`src/rtl/rxw_pkg.sv`:
```
package rxw_pkg;

  typedef enum logic [1:0] {
    ST_HUNT,
    ST_VERIFY,
    ST_BITS
  } rxState_e;

  // strobes from the control to the datapath, valid for one clock
  typedef struct packed {
    logic       clrAcc;   // start edge seen: clear accumulators
    logic       vSample;  // store an early start-bit sample
    logic       vJudge;   // last start-bit sample: decide
    logic       bSample;  // store a bit-centre sample
    logic       bLatch;   // last bit-centre sample: vote
    logic       isStop;   // current bit is the stop bit
    logic [3:0] idx;      // bit position, 1 = first data bit
  } rxStrobe_t;

endpackage

```
`src/rtl/rxw_ctrl.sv`:
```
module rxw_ctrl
  import rxw_pkg::*;
#(
  parameter int RT_PER_BIT = 16
) (
  input  logic      clk,
  input  logic      rstN,
  input  logic      rtTick,
  input  logic      rxd,
  input  logic      nineBit,
  input  logic      startBad,
  output rxStrobe_t stb,
  output logic      hunting
);

  localparam int CNT_W = $clog2(RT_PER_BIT);
  localparam int MID   = RT_PER_BIT / 2;
  localparam logic [CNT_W-1:0] PH_V1   = CNT_W'(MID - 6);  // RT3
  localparam logic [CNT_W-1:0] PH_V2   = CNT_W'(MID - 4);  // RT5
  localparam logic [CNT_W-1:0] PH_V3   = CNT_W'(MID - 2);  // RT7
  localparam logic [CNT_W-1:0] PH_B1   = CNT_W'(MID - 1);  // RT8
  localparam logic [CNT_W-1:0] PH_B2   = CNT_W'(MID);      // RT9
  localparam logic [CNT_W-1:0] PH_B3   = CNT_W'(MID + 1);  // RT10
  localparam logic [CNT_W-1:0] PH_LAST = CNT_W'(RT_PER_BIT - 1);

  rxState_e         state;
  logic [CNT_W-1:0] rtCnt;
  logic [3:0]       bitIdx;
  logic             seenOne;
  logic [3:0]       stopIdx;

  assign stopIdx = nineBit ? 4'd10 : 4'd9;
  assign hunting = (state == ST_HUNT);

  always_comb begin
    stb         = '0;
    stb.idx     = bitIdx;
    stb.isStop  = (bitIdx == stopIdx);
    stb.clrAcc  = rtTick && hunting && !rxd && seenOne;
    if (rtTick && state == ST_VERIFY) begin
      stb.vSample = (rtCnt == PH_V1) || (rtCnt == PH_V2);
      stb.vJudge  = (rtCnt == PH_V3);
    end
    if (rtTick && state == ST_BITS) begin
      stb.bSample = (rtCnt == PH_B1) || (rtCnt == PH_B2);
      stb.bLatch  = (rtCnt == PH_B3);
    end
  end

  always_ff @(posedge clk) begin
    if (!rstN) begin
      state   <= ST_HUNT;
      rtCnt   <= '0;
      bitIdx  <= '0;
      seenOne <= 1'b0;
    end else if (rtTick) begin
      unique case (state)
        ST_HUNT: begin
          if (rxd) begin
            seenOne <= 1'b1;
          end else if (seenOne) begin
            state   <= ST_VERIFY;
            rtCnt   <= CNT_W'(1);
            bitIdx  <= '0;
            seenOne <= 1'b0;
          end
        end
        ST_VERIFY: begin
          rtCnt <= rtCnt + 1'b1;
          if (rtCnt == PH_V3 && startBad) begin
            state   <= ST_HUNT;
            seenOne <= rxd;
          end else if (rtCnt == PH_LAST) begin
            state  <= ST_BITS;
            bitIdx <= 4'd1;
          end
        end
        ST_BITS: begin
          rtCnt <= rtCnt + 1'b1;
          if (rtCnt == PH_B3 && bitIdx == stopIdx) begin
            state   <= ST_HUNT;
            seenOne <= rxd;
          end else if (rtCnt == PH_LAST) begin
            bitIdx <= bitIdx + 1'b1;
          end
        end
        default: state <= ST_HUNT;
      endcase
    end
  end

endmodule

```
`src/rtl/rxw_dpath.sv`:
```
module rxw_dpath
  import rxw_pkg::*;
#(
  parameter int RT_PER_BIT = 16,
  parameter int MAX_DBITS  = 9
) (
  input  logic       clk,
  input  logic       rstN,
  input  logic       rtTick,
  input  logic       rxd,
  input  logic       nineBit,
  input  logic       parEn,
  input  logic       parOdd,
  input  logic       wakeAddr,
  input  logic       standbyReq,
  input  logic       readStrobe,
  input  rxStrobe_t  stb,
  input  logic       hunting,
  output logic       startBad,
  output logic [7:0] rxData,
  output logic       rxBit9,
  output logic       rxFull,
  output logic       overrun,
  output logic       noiseErr,
  output logic       frameErr,
  output logic       parityErr,
  output logic       breakDet,
  output logic       standby
);

  localparam int IDLE_MAX = (MAX_DBITS + 2) * RT_PER_BIT;
  localparam int IW       = $clog2(IDLE_MAX + 1);

  logic [1:0]           smp;
  logic [MAX_DBITS-1:0] shReg;
  logic                 noiseAcc;
  logic [IW-1:0]        idleCnt;
  logic [IW-1:0]        idleLimit;

  logic vote, sampNoise, charDone, addrMark, parBad, isBreak;
  logic idleHit, accept, heldFull;

  // two-of-three vote over two stored samples and the live line
  assign vote      = (smp[1] & smp[0]) | (smp[1] & rxd) | (smp[0] & rxd);
  assign sampNoise = !((smp[1] == smp[0]) && (smp[0] == rxd));
  assign startBad  = vote;

  assign charDone  = stb.bLatch && stb.isStop;
  assign addrMark  = nineBit ? shReg[8] : shReg[7];
  assign parBad    = parEn && ((^shReg) != parOdd);
  assign isBreak   = (shReg == '0) && !vote;

  assign idleLimit = nineBit ? IW'(11 * RT_PER_BIT) : IW'(10 * RT_PER_BIT);
  assign idleHit   = rtTick && hunting && rxd && (idleCnt == idleLimit - 1'b1);

  assign accept    = charDone && (!standby || (wakeAddr && addrMark));
  assign heldFull  = rxFull && !readStrobe;

  // sample history and character assembly
  always_ff @(posedge clk) begin
    if (!rstN) begin
      smp      <= '0;
      shReg    <= '0;
      noiseAcc <= 1'b0;
    end else begin
      if (stb.vSample || stb.bSample) smp <= {smp[0], rxd};
      if (stb.clrAcc) begin
        shReg    <= '0;
        noiseAcc <= 1'b0;
      end
      if (stb.vJudge && !startBad) noiseAcc <= noiseAcc | sampNoise;
      if (stb.bLatch && !stb.isStop) begin
        noiseAcc <= noiseAcc | sampNoise;
        for (int i = 0; i < MAX_DBITS; i++) begin
          if (stb.idx == 4'(i + 1)) shReg[i] <= vote;
        end
      end
    end
  end

  // idle-line counter and standby state
  always_ff @(posedge clk) begin
    if (!rstN) begin
      idleCnt <= '0;
      standby <= 1'b0;
    end else begin
      if (standbyReq) begin
        idleCnt <= '0;
      end else if (rtTick) begin
        if (hunting && rxd) begin
          if (idleCnt != idleLimit) idleCnt <= idleCnt + 1'b1;
        end else begin
          idleCnt <= '0;
        end
      end
      if (standbyReq) begin
        standby <= 1'b1;
      end else if ((charDone && wakeAddr && addrMark) || (idleHit && !wakeAddr)) begin
        standby <= 1'b0;
      end
    end
  end

  // holding register and per-character status
  always_ff @(posedge clk) begin
    if (!rstN) begin
      rxData    <= '0;
      rxBit9    <= 1'b0;
      rxFull    <= 1'b0;
      overrun   <= 1'b0;
      noiseErr  <= 1'b0;
      frameErr  <= 1'b0;
      parityErr <= 1'b0;
      breakDet  <= 1'b0;
    end else begin
      if (readStrobe) begin
        rxFull    <= 1'b0;
        overrun   <= 1'b0;
        noiseErr  <= 1'b0;
        frameErr  <= 1'b0;
        parityErr <= 1'b0;
        breakDet  <= 1'b0;
      end
      if (accept) begin
        if (heldFull) begin
          overrun <= 1'b1;
        end else begin
          rxData    <= shReg[7:0];
          rxBit9    <= nineBit & shReg[8];
          rxFull    <= 1'b1;
          noiseErr  <= noiseAcc | sampNoise;
          frameErr  <= !vote;
          parityErr <= parBad;
          breakDet  <= isBreak;
        end
      end
    end
  end

endmodule

```
`src/rtl/uart_wake_rx.sv`:
```
module uart_wake_rx
  import rxw_pkg::*;
#(
  parameter int RT_PER_BIT = 16
) (
  input  logic       clk,
  input  logic       rstN,
  input  logic       rtTick,
  input  logic       rxd,
  input  logic       cfgNineBit,
  input  logic       cfgParEn,
  input  logic       cfgParOdd,
  input  logic       cfgWakeAddr,
  input  logic       standbyReq,
  input  logic       readStrobe,
  output logic [7:0] rxData,
  output logic       rxBit9,
  output logic       rxFull,
  output logic       overrun,
  output logic       noiseErr,
  output logic       frameErr,
  output logic       parityErr,
  output logic       breakDet,
  output logic       standby
);

  rxStrobe_t stb;
  logic      hunting;
  logic      startBad;

  rxw_ctrl #(.RT_PER_BIT(RT_PER_BIT)) u_ctrl (
    .clk      (clk),
    .rstN     (rstN),
    .rtTick   (rtTick),
    .rxd      (rxd),
    .nineBit  (cfgNineBit),
    .startBad (startBad),
    .stb      (stb),
    .hunting  (hunting)
  );

  rxw_dpath #(.RT_PER_BIT(RT_PER_BIT), .MAX_DBITS(9)) u_dpath (
    .clk        (clk),
    .rstN       (rstN),
    .rtTick     (rtTick),
    .rxd        (rxd),
    .nineBit    (cfgNineBit),
    .parEn      (cfgParEn),
    .parOdd     (cfgParOdd),
    .wakeAddr   (cfgWakeAddr),
    .standbyReq (standbyReq),
    .readStrobe (readStrobe),
    .stb        (stb),
    .hunting    (hunting),
    .startBad   (startBad),
    .rxData     (rxData),
    .rxBit9     (rxBit9),
    .rxFull     (rxFull),
    .overrun    (overrun),
    .noiseErr   (noiseErr),
    .frameErr   (frameErr),
    .parityErr  (parityErr),
    .breakDet   (breakDet),
    .standby    (standby)
  );

endmodule

```
`config.mk`:
```
export PLATFORM = sky130hd
export DESIGN_NAME = uart_wake_rx
export DESIGN_NICKNAME = d
export VERILOG_FILES = /design/src/rtl/rxw_pkg.sv /design/src/rtl/rxw_ctrl.sv /design/src/rtl/rxw_dpath.sv /design/src/rtl/uart_wake_rx.sv
export SDC_FILE = /design/constraint.sdc
export NUM_CORES = 1
export LEC_CHECK = 0
export ABC_CLOCK_PERIOD_IN_PS = 3100
export BUFFER_PORTS_ARGS = -buffer_cell sky130_fd_sc_hd__buf_2
export CAP_MARGIN = 20
export CORE_MARGIN = 10
export CORE_UTILIZATION = 40
export CTS_CLUSTER_SIZE = 10
export DETAILED_ROUTE_END_ITERATION = 10
export PLACE_DENSITY_LB_ADDON = 0.3
export SYNTH_ARGS = -nofsm -noshare
export SYNTH_HDL_FRONTEND = slang
export SYNTH_HIERARCHICAL = 1
export SYNTH_SLANG_ARGS = --single-unit
```
`constraint.sdc`:
```
create_clock -name clk -period 3.1 [get_ports clk]
set_input_delay 0.155 -clock clk [delete_from_list [all_inputs] [get_ports clk]]
set_output_delay 0.155 -clock clk [all_outputs]
set_load 0.01 [all_outputs]
```
# Word level (Yosys, flattened, before mapping)
# Index checks and enable logic that the tools add are counted.
dict set report totals {
  reg_bits 47
  latch_bits 0
  ramBits 0
  romBits 0
  in_bits 10
  output_inout_bits 16
  word_cells 174
  n_memories 0
}
dict set report classes {
  n_addsub 4
  n_mul 0
  div_mod_pow 0
  order_cmp 0
  eq_ne 34
  shift 0
  mux 61
  bitwise 9
  n_reduce_logical 49
}
# operator n
set op_table {}
lappend op_table {{$mux 1} 36}
lappend op_table {{$mux 4} 8}
lappend op_table {{$eq 4x3->1 const B} 7}
lappend op_table {{$logic_and 1x1->1} 22}
lappend op_table {{$eq 4x4->1 const B} 5}
lappend op_table {{$mux 9} 2}
lappend op_table {{$ne 2x2->1 const B} 9}
lappend op_table {{$mux 2} 8}
lappend op_table {{$mux 8} 2}
lappend op_table {{$eq 4x2->1 const B} 3}
lappend op_table {{$pmux 4 s3} 1}
lappend op_table {{$logic_not 9->1} 1}
lappend op_table {{$reduce_xor 9->1} 1}
lappend op_table {{$add 4x1->4 const B} 2}
lappend op_table {{$add 8x1->8 const B} 1}
lappend op_table {{$eq 8x8->1} 1}
lappend op_table {{$ne 8x8->1} 1}
lappend op_table {{$pmux 4 s2} 1}
lappend op_table {{$reduce_and 4->1} 2}
lappend op_table {{$reduce_and 8->1} 1}
lappend op_table {{$sub 8x1->8 const B} 1}
lappend op_table {{$logic_not 1->1} 7}
lappend op_table {{$pmux 2 s3} 1}
lappend op_table {{$reduce_bool 3->1} 2}
lappend op_table {{18 further kinds} 32}

# Depth between registers and ports, before layout
dict set report logic_depth {
  depth_word 9
  depth_mapped 10
  depth_no_buf 8
}

# Modules after synthesis
# Netlist, hierarchy kept.
# mod n_inst cells_per_inst area_per_inst_um2 seq_area_each_um2
set by_module_without_submodules {}
lappend by_module_without_submodules {rxw_dpath 1 215 1884.3 720.7}
lappend by_module_without_submodules {rxw_ctrl 1 106 858.3 220.2}

# Worst setup path after synthesis
# No wires, ideal clock.
dict set report synth_path {
  kind {reg2reg}
  start {reg u_ctrl.bitIdx[0]}
  end {reg u_dpath.shReg[5]}
  setup_time_ps 115
  arrival_time_ps 1929
  required_time_ps 2985
  path_slack_ps 1056
  stages_incl_launch_ff 7
  n_path_buf 0
  synth_period_minus_slack_ps 2044
  path_cell_list {dfxtp_1 and3b_1 o21a_1 nor4bb_1 nand2_1 mux2i_1 and2_1}
}
# item line
set synth_rtl {}
lappend synth_rtl {{from (decl)} rxw_ctrl.sv:28} ;# logic [3:0] bitIdx;
lappend synth_rtl {{from (signal assigned)} rxw_ctrl.sv:84} ;# bitIdx <= bitIdx + 1'b1;
lappend synth_rtl {{to (signal, indexed assignment)} rxw_dpath.sv:75} ;# if (stb.idx == 4'(i + 1)) shReg[i] <= vote;
lappend synth_rtl {{to (decl)} rxw_dpath.sv:35} ;# logic [MAX_DBITS-1:0] shReg;

==> metrics.md <==
| Metric | Value |
|---|---|
| Hold Path Stages | `2` |
| Reg-to-Reg Start | `u_ctrl/state[0]` |
| Worst reg-to-reg setup slack | `~620 ps` |
| Area of the multi-input gates | `1670 um^2` |
| Sequential share of the synthesized area | `0.343` |
| Starting density of the core | `0.408` |
| Mapped Area | `around 2700 um^2` |
| Reg2reg end | `u_dpath/breakDet` |
| GR Util met3 | `0.0282` |
| Power per cell area | `~400 nW/um^2` |
| EDFF count, synth | `0` |
| Clock skew | `a little under 10 ps` |
| Vias in the first global route | `2,287` |
| Num CTS Buffers | `5` |
| Main synth FF type | `dfxtp_1` |
| Ys Warns | `6` |
| Max clock buf depth | `2` |
| Area of the die | `between 10,000 and 15,000 um^2` |
| Cells after Synth | `321` |
| Fmax | `403 MHz` |
| Global-route wire length before repair | `about 11,000 um` |
| Final net count | `~370` |
| Most common cell after layout, fill and taps aside | `dfxtp_1` |
| FFs w/ async S/R, synth | `0` |
| Maximum VDD drop | `~0.28 mV` |
| CTS Hold Bufs | `0` |
| Reg clk slew, reported paths | `100 ps` |
| Final ANT Viol Nets | `0` |
| Reg2Reg Depth | `8` |
| CP Data Required Time | `approximately 3300 ps` |
| Largest net degree at the start of global routing | `38` |
| Final instance area | `around 3000 um^2` |
| Storage cell area | `between 900 and 1000 um^2` |
| Detailed-route wire length per cell | `roughly 15 um` |
| Core area | `6720 um^2` |
| Worst setup SP type | `register` |
| PostCTS Resize Cnt | `0` |
| Slew HR | `0.459` |
| WS Path Type | `reg2reg` |
| Router iterations before antenna repair | `4` |
| Min cycle time layout | `roughly 2500 ps` |
| Setup total negative slack | `0 ps` |
| Slew Limit Fails | `0` |
| Post-CTS setup buffers | `0` |
| GR met1 Demand/Resource | `0.154` |
| Via Count | `2,411` |
| Skew-Pair Late Insertion Delay | `just over 300 ps` |
| M2 GR Usage | `0.201` |
| CTS root buf | `clkbuf_8` |
| Residual DRC | `0` |
| P_leak | `between 1 and 1.5 nW` |
| Crit path capture type | `register` |
| # Max-Cap Violations | `0` |
| Worst Max-Slew Pin Slew | `800 ps` |
| #FFs+latches synth | `47` |
| Final Hold Viols | `0` |
| Die Ht | `roughly 100 um` |
| GRT overflow | `0` |
| Share of cells above drive strength 1 | `0.124` |
| Post-Syn Nets | `349` |
| Antenna cells | `0` |
| Initial antenna violation count | `0` |
| Die Span X | `approximately 100 um` |
| Clock sink count | `between 40 and 50` |
| Hold WC Path Type | `in2reg` |
| # fillers | `650` |
| I/O pin count | `26` |
| Global Route Usage Sum | `0.123` |
| Syn avg cell area | `roughly 8.5 um^2` |
| H-tree depth | `2` |
| CTS tree | `done` |
| Post-Route WL | `approximately 6300 um` |
| Max FO, Critical Path | `16` |
| Period utilisation layout | `0.800` |
| Critical Path AT | `about 2700 ps` |
| Hpwl dp | `4610 um` |
| Worst Hold Path EP | `u_dpath/overrun` |
| Unrepaired setup endpoints after global routing | `no` |
| Area Overhead vs Synth | `12.0%` |
| Count of unique library cells instantiated by Yosys | `56` |
| Vias/cell | `5.66` |
| Most frequent cells in the layout | `dfxtp_1, buf_2, inv_1, nand2_1, nand3_1` |
| Port Buffers | `25` |
| Busiest layer in global routing | `met2` |
| Initial detailed-routing violation count | `around 150` |
| Startpoint of the worst hold path | `readStrobe` |
| Status | `completed` |
| Routability Congestion | `approximately 0.83` |
| Placed Area | `between 2000 and 3000 um^2` |
| Num rows | `30` |
| Final Setup Violations | `0` |
-- per-stage QoR --
step                power (mW)  std cells  utilization  hold slack, ps  setup WS, ps
floorplan                0.663        321            -             231          1060
global placement         0.689        418        0.437             352           757
detailed placement       0.690        418        0.437             353           653
CTS                       1.23        426        0.457            31.2           612
global route              1.27        426        0.457            36.1           401
finish                    1.22        426        0.457            37.1           619
-- where the power goes --
part / switching, mW / total [mW] / leakage, nW / internal, mW
registers: 0.00362 / 0.611 / 0.379 / 0.607
logic: 0.0419 / 0.0649 / 0.733 / 0.0230
clock network: 0.223 / 0.545 / 0.0644 / 0.322
-- cell families (layout without fill, tap and decap cells) --
| logic type | count (synthesis) | count (layout) | synth area share |
|---|---|---|---|
| flip-flops | 47 | 47 | 0.343 |
| AO/OA/AOI/OAI | 87 | 87 | 0.221 |
| AND/OR/NAND/NOR | 116 | 116 | 0.235 |
| buffers and inverters | 33 | 58 | 0.0493 |
| multiplexers | 10 | 10 | 0.0370 |
| XOR/XNOR | 10 | 10 | 0.0319 |
| adder cells (fa/ha/maj) | 18 | 18 | 0.0821 |
-- synthesized netlist by cell type, types with 4 or more instances --
cell type  count  area [um^2]
clkbuf_1       7         26.3
nor2_1        15         56.3
a21oi_1       13         65.1
o21ai_0       20          100
nand3_1       22          110
nand2_1       22         82.6
nand2b_1       8         50.1
o31ai_1        4         30.0
xor2_1         7         61.3
or3_1          5         31.3
o21a_1         7         52.6
dfxtp_1       47          941
and2_1         6         37.5
nand4_1        5         31.3
a21boi_0      14          105
a2111oi_0      4         35.0
inv_1         22         82.6
o211ai_1       4         30.0
mux2i_1        9         90.1
nor2b_1       10         62.6
ha_1          18          225
-- flip-flops by register name (all words and copies together), names as in the netlist --
name	cells
u_dpath/rxFull	1
u_dpath/rxData	8
u_dpath/noiseAcc	1
u_dpath/overrun	1
u_ctrl/state	2
u_dpath/idleCnt	8
u_dpath/parityErr	1
u_ctrl/bitIdx	4
u_dpath/shReg	9
u_ctrl/seenOne	1
u_ctrl/rtCnt	4
u_dpath/rxBit9	1
u_dpath/smp	2
u_dpath/noiseErr	1
u_dpath/frameErr	1
u_dpath/standby	1
u_dpath/breakDet	1
-- critical path, cell delays in order (launching register included) --
cell	delay, ps
dfxtp_1	350
inv_1	110
ha_1	320
nand2_1	120
nor2_1	270
nand3_1	170
o22a_1	390
or4_1	560
a21boi_1	120
-- metal layers --
layer / vias to the layer above / part of all wire
li1: 1205 / -
met2: 38 / 0.45
met1: 1158 / 0.49
met5: - / 0
met3: 10 / 0.040
met4: 0 / 0.017
-- worst max-delay path by stage --
| stage | to | start | slack, ps | depth (start not counted) |
|---|---|---|---|---|
| after floorplan | u_dpath/shReg[5] | u_ctrl/bitIdx[0] | 1060 | 6 |
| final | u_dpath/breakDet | u_ctrl/state[0] | 620 | 8 |
| after global routing | u_dpath/breakDet | u_ctrl/state[0] | 400 | 8 |
| after global placement | u_dpath/breakDet | u_ctrl/state[0] | 760 | 8 |
| after detailed placement | u_dpath/breakDet | u_ctrl/state[0] | 650 | 8 |
| after CTS | u_dpath/breakDet | u_ctrl/state[0] | 610 | 8 |
-- layout make-up --
type / count / share of cell area
Clock buffer: 5 / 0.0224
Clock inverter: 3 / 0.0220
Inverter: 23 / 0.0289
Multi-Input combinational cell: 241 / 0.542
Sequential cell: 47 / 0.306
Tap cell: 80 / 0.0326
Timing Repair Buffer: 27 / 0.0456
Note: power is estimated with default switching activity, not from simulation.
